[src/rtl/cop_pkg.sv]
package cop_pkg;
  localparam int RATE_W    = 2;
  localparam int NUM_RATES = 1 << RATE_W;
  localparam int DATA_W    = 8;

  typedef logic [RATE_W-1:0] cop_rate_t;
endpackage

[src/rtl/cop_rst_sync.sv]
// Two-flop reset synchronizer: asserts asynchronously, releases on the clock.
module cop_rst_sync (
  input  logic clk,
  input  logic rst_n,
  output logic rst_s
);
  logic s1_q;
  logic s2_q;

  always_ff @(posedge clk or negedge rst_n) begin
    if (!rst_n) begin
      s1_q <= 1'b0;
      s2_q <= 1'b0;
    end else begin
      s1_q <= 1'b1;
      s2_q <= s1_q;
    end
  end

  assign rst_s = s2_q;
endmodule

[src/rtl/cop_clear_decode.sv]
// Recognizes the software clear: a write of bit0 = 0 to the clear address.
module cop_clear_decode #(
  parameter int                ADDR_W   = 11,
  parameter logic [ADDR_W-1:0] CLR_ADDR = ADDR_W'('h7F0)
) (
  input  logic                      bus_we,
  input  logic [ADDR_W-1:0]         bus_addr,
  input  logic [cop_pkg::DATA_W-1:0] bus_wdata,
  output logic                      clr_hit
);
  logic addr_match;
  logic unused_data_hi;

  assign addr_match     = (bus_addr == CLR_ADDR);
  assign clr_hit        = bus_we && addr_match && !bus_wdata[0];
  assign unused_data_hi = ^bus_wdata[cop_pkg::DATA_W-1:1];
endmodule

[src/rtl/cop_rate_latch.sv]
// Holds the rate code for the running count; reloads on clear or first cycle.
module cop_rate_latch
  import cop_pkg::*;
(
  input  logic      clk,
  input  logic      rst_n,
  input  logic      clr_hit,
  input  cop_rate_t rate_sel,
  output cop_rate_t rate_q,
  output logic      armed_q
);
  logic      load;
  cop_rate_t rate_d;
  logic      armed_d;

  always_comb begin
    load    = clr_hit || !armed_q;
    rate_d  = load ? rate_sel : rate_q;
    armed_d = 1'b1;
  end

  always_ff @(posedge clk or negedge rst_n) begin
    if (!rst_n) begin
      rate_q  <= '0;
      armed_q <= 1'b0;
    end else begin
      rate_q  <= rate_d;
      armed_q <= armed_d;
    end
  end
endmodule

[src/rtl/cop_counter.sv]
// Divider with a selectable terminal tap and a registered expiry pulse.
module cop_counter
  import cop_pkg::*;
#(
  parameter int BASE_EXP = 15,
  parameter int STEP_EXP = 2,
  localparam int CNT_W   = BASE_EXP + STEP_EXP * (NUM_RATES - 1)
) (
  input  logic             clk,
  input  logic             rst_n,
  input  logic             enable,
  input  logic             stop_mode,
  input  logic             clr_hit,
  input  cop_rate_t        rate_q,
  output logic [CNT_W-1:0] cnt_q,
  output logic             req_q
);
  logic [CNT_W-1:0] tap_lim [NUM_RATES];
  logic [CNT_W-1:0] lim;
  logic [CNT_W-1:0] cnt_d;
  logic             req_d;
  logic             run;

  for (genvar g = 0; g < NUM_RATES; g++) begin : g_tap
    localparam int TAP_EXP = BASE_EXP + STEP_EXP * g;
    assign tap_lim[g] = CNT_W'((64'd1 << TAP_EXP) - 64'd1);
  end

  assign lim = tap_lim[rate_q];
  assign run = enable && !stop_mode;

  always_comb begin
    cnt_d = cnt_q;
    req_d = 1'b0;
    if (!enable || clr_hit) begin
      cnt_d = '0;
    end else if (run) begin
      if (cnt_q == lim) begin
        cnt_d = '0;
        req_d = 1'b1;
      end else begin
        cnt_d = cnt_q + CNT_W'(1);
      end
    end
  end

  always_ff @(posedge clk or negedge rst_n) begin
    if (!rst_n) begin
      cnt_q <= '0;
      req_q <= 1'b0;
    end else begin
      cnt_q <= cnt_d;
      req_q <= req_d;
    end
  end
endmodule

[src/rtl/cop_watchdog.sv]
module cop_watchdog
  import cop_pkg::*;
#(
  parameter int                ADDR_W   = 11,
  parameter logic [ADDR_W-1:0] CLR_ADDR = ADDR_W'('h7F0),
  parameter int                BASE_EXP = 15,
  parameter int                STEP_EXP = 2,
  localparam int               CNT_W    = BASE_EXP + STEP_EXP * (NUM_RATES - 1)
) (
  input  logic              clk,
  input  logic              rst_n,
  input  logic [ADDR_W-1:0] bus_addr,
  input  logic [DATA_W-1:0] bus_wdata,
  input  logic              bus_we,
  input  logic              opt_cop_en,
  input  logic [RATE_W-1:0] rate_sel,
  input  logic              stop_mode,
  output logic              cop_rst_req
);
  logic             rst_s;
  logic             clr_hit;
  cop_rate_t        rate_q;
  logic             armed_q;
  logic [CNT_W-1:0] cnt_q;

  cop_rst_sync u_rst_sync (
    .clk   (clk),
    .rst_n (rst_n),
    .rst_s (rst_s)
  );

  cop_clear_decode #(
    .ADDR_W   (ADDR_W),
    .CLR_ADDR (CLR_ADDR)
  ) u_decode (
    .bus_we    (bus_we),
    .bus_addr  (bus_addr),
    .bus_wdata (bus_wdata),
    .clr_hit   (clr_hit)
  );

  cop_rate_latch u_rate (
    .clk      (clk),
    .rst_n    (rst_s),
    .clr_hit  (clr_hit),
    .rate_sel (rate_sel),
    .rate_q   (rate_q),
    .armed_q  (armed_q)
  );

  cop_counter #(
    .BASE_EXP (BASE_EXP),
    .STEP_EXP (STEP_EXP)
  ) u_cnt (
    .clk       (clk),
    .rst_n     (rst_s),
    .enable    (opt_cop_en),
    .stop_mode (stop_mode),
    .clr_hit   (clr_hit),
    .rate_q    (rate_q),
    .cnt_q     (cnt_q),
    .req_q     (cop_rst_req)
  );
endmodule

[config.mk]
export PLATFORM = sky130hd
export DESIGN_NAME = cop_watchdog
export DESIGN_NICKNAME = d
export VERILOG_FILES = /design/src/rtl/cop_pkg.sv /design/src/rtl/cop_rst_sync.sv /design/src/rtl/cop_clear_decode.sv /design/src/rtl/cop_rate_latch.sv /design/src/rtl/cop_counter.sv /design/src/rtl/cop_watchdog.sv
export SDC_FILE = /design/constraint.sdc
export NUM_CORES = 1
export LEC_CHECK = 0
export ABC_AREA = 1
export BUFFER_PORTS_ARGS = -buffer_cell sky130_fd_sc_hd__buf_4
export CAP_MARGIN = 5
export CORE_ASPECT_RATIO = 0.6
export CORE_UTILIZATION = 25
export DETAILED_ROUTE_END_ITERATION = 16
export GPL_ROUTABILITY_DRIVEN = 0
export PLACE_DENSITY = 0.51
export SYNTH_ARGS = -nofsm -noshare
export SYNTH_HDL_FRONTEND = slang
export SYNTH_SLANG_ARGS = --single-unit
[constraint.sdc]
create_clock -name clk -period 1.25 [get_ports clk]
set_input_delay 0.3125 -clock clk [delete_from_list [all_inputs] [get_ports clk]]
set_output_delay 0.3125 -clock clk [all_outputs]
set_load 0.03 [all_outputs]
* Word level (Yosys, flattened, before mapping)
Index checks and enable logic that the tools add are counted.
Operators by class: divide/modulo/power cells 0, equality and inequality tests 2, bitwise gates (word level) 1, $mul 0, reductions and logical operators 10, add/sub/neg operators 1, multiplexer cells 9, shifts and indexed selects 0, $lt $le $gt $ge 1
Operator list (number):
- $mux W21 | 5
- $bmux W21 S2 | 1
- $add A21 B1 Y21 const B | 1
- $eq A21 B21 Y1 | 1
- $eq A11 B11 Y1 const B | 1
- $logic_not A1 Y1 | 4
- $ge A3 B3 Y1 const B | 1
- $logic_and A1 B1 Y1 | 3
- $mux W1 | 3
- $not A2 Y3 | 1
- $logic_or A1 B1 Y1 | 2
- $reduce_bool A2 Y1 | 1
Word-level totals: memories kept 0, word-level logic and storage cells 30, output and inout port bits 1, bits in read-only memories 0, bits in latches 0, input port bits 26, register bits 27, bits in writable memories 0

* Longest topological paths before layout
depth in word-level cells 8, gate-level depth with buffers 10, mapped depth without buffers 9

* Hierarchy
Synthesis repeated with hierarchy kept, for this count alone.
Second synthesis, totals: cell total of the unflattened synthesis 261, area, all modules 1752.9 µm²
By module, submodules not included:
- cop_counter | instances 1, sequential area each 550.5 µm², area each 1532.7 µm², cells each 232
- cop_rate_latch | instances 1, sequential area each 75.1 µm², area each 113.9 µm², cells each 12
- cop_rst_sync | instances 1, sequential area each 50.0 µm², area each 53.8 µm², cells each 3
- cop_clear_decode | instances 1, sequential area each 0.0 µm², area each 52.6 µm², cells each 14

* Least setup slack after synthesis
Ideal clock, no wire load.
path type reg-to-reg, start reg u_cnt.cnt_q[0], end reg u_cnt.cnt_q[11], cell stages (with the launch flop) 9, path slack -211 ps, data required time 1131 ps, clock period less this slack 1461 ps, library setup time 119 ps, path buffers 0, arrival time 1342 ps, path through dfrtp_1 > ha_1 > nand3_2 > inv_2 > nand2_2 > nor2_4 > nand4_4 > nand2_2 > nor2_1
Between the ends: word-level cells in the longest chain between the ends 4, elaborated cells between the ends (all ways) 5, those cells by class 1 x add/sub; 1 x eq/ne; 3 x mux
Ends and longest elaborated chain:
- start, declared | line cop_counter.sv:15 | output logic [CNT_W-1:0] cnt_q,
- start signal, assigned | line cop_counter.sv:52 | cnt_q <= cnt_d;
- $add A21 B1 Y21 / $eq A21 B21 Y1 (equally long branches) | line cop_counter.sv:42, cop_counter.sv:38
- $mux W21 (*) | line cop_counter.sv:38 | if (cnt_q == lim) begin
- $mux W21 (*) | line cop_counter.sv:37 | end else if (run) begin
- $mux W21 (*) | line cop_counter.sv:35 | if (!enable || clr_hit) begin
Every way passes the cells marked *; elsewhere a longest branch is shown, timed or not. The select of a mux whose other input is x is not followed. A chain may end at the register's enable or synchronous reset.

* Worst setup path after layout
start reg u_cnt.cnt_q[8], end reg u_cnt.cnt_q[11]
The elaborated chain is that of the path after synthesis.

==> results.toml <==
[sta]
min_period_over_period = 1.21
fin_crit_ps = 1520
max_freq_mhz = 659
grt_setup_unrepaired = "yes"
slew_violations = 0
hold_viol_final = 0
postLayoutSetupSlackWorst_ps = -268
setup_viol = 22
skew_ps = 4.88

[run_status]
status = "finished, violations left"
violations = "setup timing"

[die]
die_y_um = 66.5
rows = 23
ios = 27
die_area_sq_mm = 0.00727
chipWidth_um = 109
core_area_sq_mm = 0.00668
initial_utilization = 0.259

[cts]
clkTransAtPathRegs_ps = 70
cts.sinks = 27
cts-root-buf = "clkbuf_16"
cts_max_path_buffers = 2
htreeDepth = 1
clk_latency_ps = 270
cts_tree = "yes"
numCtsBuffers = 3

[yosys]
ys_types = 27
syn_area_sq_mm = 0.00173
synth_seq_cells = 27
syn_inst = 248
synth.avg_cell_area_sq_um = 6.98
yosysWarnings = 0
yosysSeqAreaShare = 0.390

[global_route]
grt_pass1_vias = 1645
grt_pass1_wl_um = 8430
grt_overflow = 0
gr-usage-all-layers = 0.158
antenna_found_initial = 0
grt_max_degree = 26

[setup_path]
end_kind = "flop"
rr_worst_depth = 7
crit_required_ps = 1410
r2r_setup_slack_ps = -270
r2r_start = "u_cnt.cnt_q[8]"
cp_max_fo = 7
critPathArrivalTime_ps = 1680
crit_type = "reg2reg"
startpoint_type = "flop"
r2r-end = "u_cnt.cnt_q[11]"

[placement]
port_buffers = 19
pre_cts_ws_ps = -243
dpl.hpwl_um = 3910

[final_layout]
drive_gt1_frac = 0.422
final_common_cell = "nand2_1"
nNetsFinal = 355
antenna_cells = 0
most-common-layout-cells = "nand2_1 (71), buf_4 (67), dfrtp_1 (25), inv_1 (24)"
final_util = 0.412
area_growth_pct = 58.8

[worst_hold_path]
hold_depth = 3
min_to = "u_rate.rate_q[0]"
hold_path_class = "in2reg"
hp-start = "rate_sel[0]"

[power_and_ir_drop]
power_density_mw_per_mm2 = 704
power_leakage_nw = 1.27
ir_drop_uv = 377
power_mw = 1.94

[routing]
dr.pass1.iters = 4
drc = 0
wl_um = 5300
vias = 1804
drtIter0Drc = 65
avgViaCountPerCell = 4.36
avgRoutedWirePerCell_um = 12.8
drtAntennaViolNets = 0

[flow_run]
max_cap_viol_count = 0
-- logic make-up (layout without fill, tap and decap cells) --
logic type               Yosys count  after routing  synth area share
AND/OR/NAND/NOR                  168            168             0.461
buffers and inverters             34            112            0.0759
flip-flops                        27             27             0.390
AO/OA/AOI/OAI                     12             12            0.0383
XOR/XNOR                           5              5            0.0253
adder cells (fa/ha/maj)            1              1           0.00722
other                              1              2           0.00217
-- worst max-delay path: stages, from the launching register on --
cell	delay [ps]
dfrtp_2	410
nand2_1	130
nor2_2	170
inv_2	90
nor2_4	150
nand4_4	210
nand2_4	170
nor2_1	70
-- how the worst max path moves through the flow --
stage	cells past startpoint	slack, ps	from	to
final	7	-270	u_cnt.cnt_q[8]	u_cnt.cnt_q[11]
after global routing	7	-330	u_cnt.cnt_q[8]	u_cnt.cnt_q[11]
after CTS	8	-200	u_cnt.cnt_q[0]	u_cnt.cnt_q[11]
after floorplan	8	-90	u_cnt.cnt_q[0]	u_cnt.cnt_q[6]
after global placement	8	-210	u_cnt.cnt_q[1]	u_cnt.cnt_q[12]
after detailed placement	8	-240	u_cnt.cnt_q[1]	u_cnt.cnt_q[11]
-- stage by stage --
| step | instances | hold WS (ps) | area [sq um] | setup TNS (ps) |
|---|---|---|---|---|
| 4_1_cts | 407 | 233 | 2560 | -2920 |
| 3_3_place_gp | 399 | 95.7 | 2390 | -3320 |
| 5_1_grt | 414 | 273 | 2750 | -5410 |
| 6_report | 414 | 235 | 2750 | -3730 |
| 2_1_floorplan | 249 | 16.9 | 1790 | -1010 |
| 3_5_place_dp | 399 | 96.3 | 2390 | -3710 |
-- per-layer routing --
layer / vias to the layer above / part of all wire / track usage
met5: - / 0 / 0
met4: 0 / 0.0036 / 0.0300
met3: 2 / 0.036 / 0.0382
met2: 23 / 0.39 / 0.206
met1: 839 / 0.57 / 0.253
li1: 940 / - / -
-- cell usage after synthesis (all sizes together) --
cell / instances / area share
nor4: 1 / 0.0036
dfrtp: 27 / 0.39
nor3: 6 / 0.017
xnor2: 1 / 0.0051
buf: 3 / 0.0087
nor2: 38 / 0.11
o21ai: 6 / 0.017
ha: 1 / 0.0072
nand4: 7 / 0.034
inv: 29 / 0.063
a21oi: 5 / 0.017
clkinv: 2 / 0.0043
nand3: 32 / 0.11
or2: 1 / 0.0036
xor2: 4 / 0.020
conb: 1 / 0.0022
o31ai: 1 / 0.0043
nand2: 83 / 0.18
-- cell type report --
cell class / count / area (sq um)
Clock buffer: 4 / 78.8
Fill cell: 694 / 3930
Inverter: 31 / 119
Multi-Input combinational cell: 188 / 1120
Sequential cell: 27 / 678
Tap cell: 87 / 109
Timing Repair Buffer: 77 / 641
-- state kept, by name, summed over array words and instances (netlist names) --
register	cells
u_cnt.req_q	1
u_rst_sync.rst_s	1
u_rate.rate_q	2
u_rate.armed_q	1
u_cnt.cnt_q	21
u_rst_sync.s1_q	1
-- power breakdown --
| part | switching [mW] | internal, mW |
|---|---|---|
| clock | 0.342 | 0.439 |
| sequential | 0.0210 | 0.892 |
| combinational | 0.123 | 0.120 |
| total | 0.486 | 1.45 |
-- what timing repair did --
item                                   in CTS  in global routing
resized for setup                          15                 35
pin swaps                                   3                 14
setup buffers                               4                  9
hold buffers                                1                  0
endpoints found under the hold margin       2                  0
setup endpoints to repair                  21                 22
No activity file was read; power rests on OpenSTA's default activity.
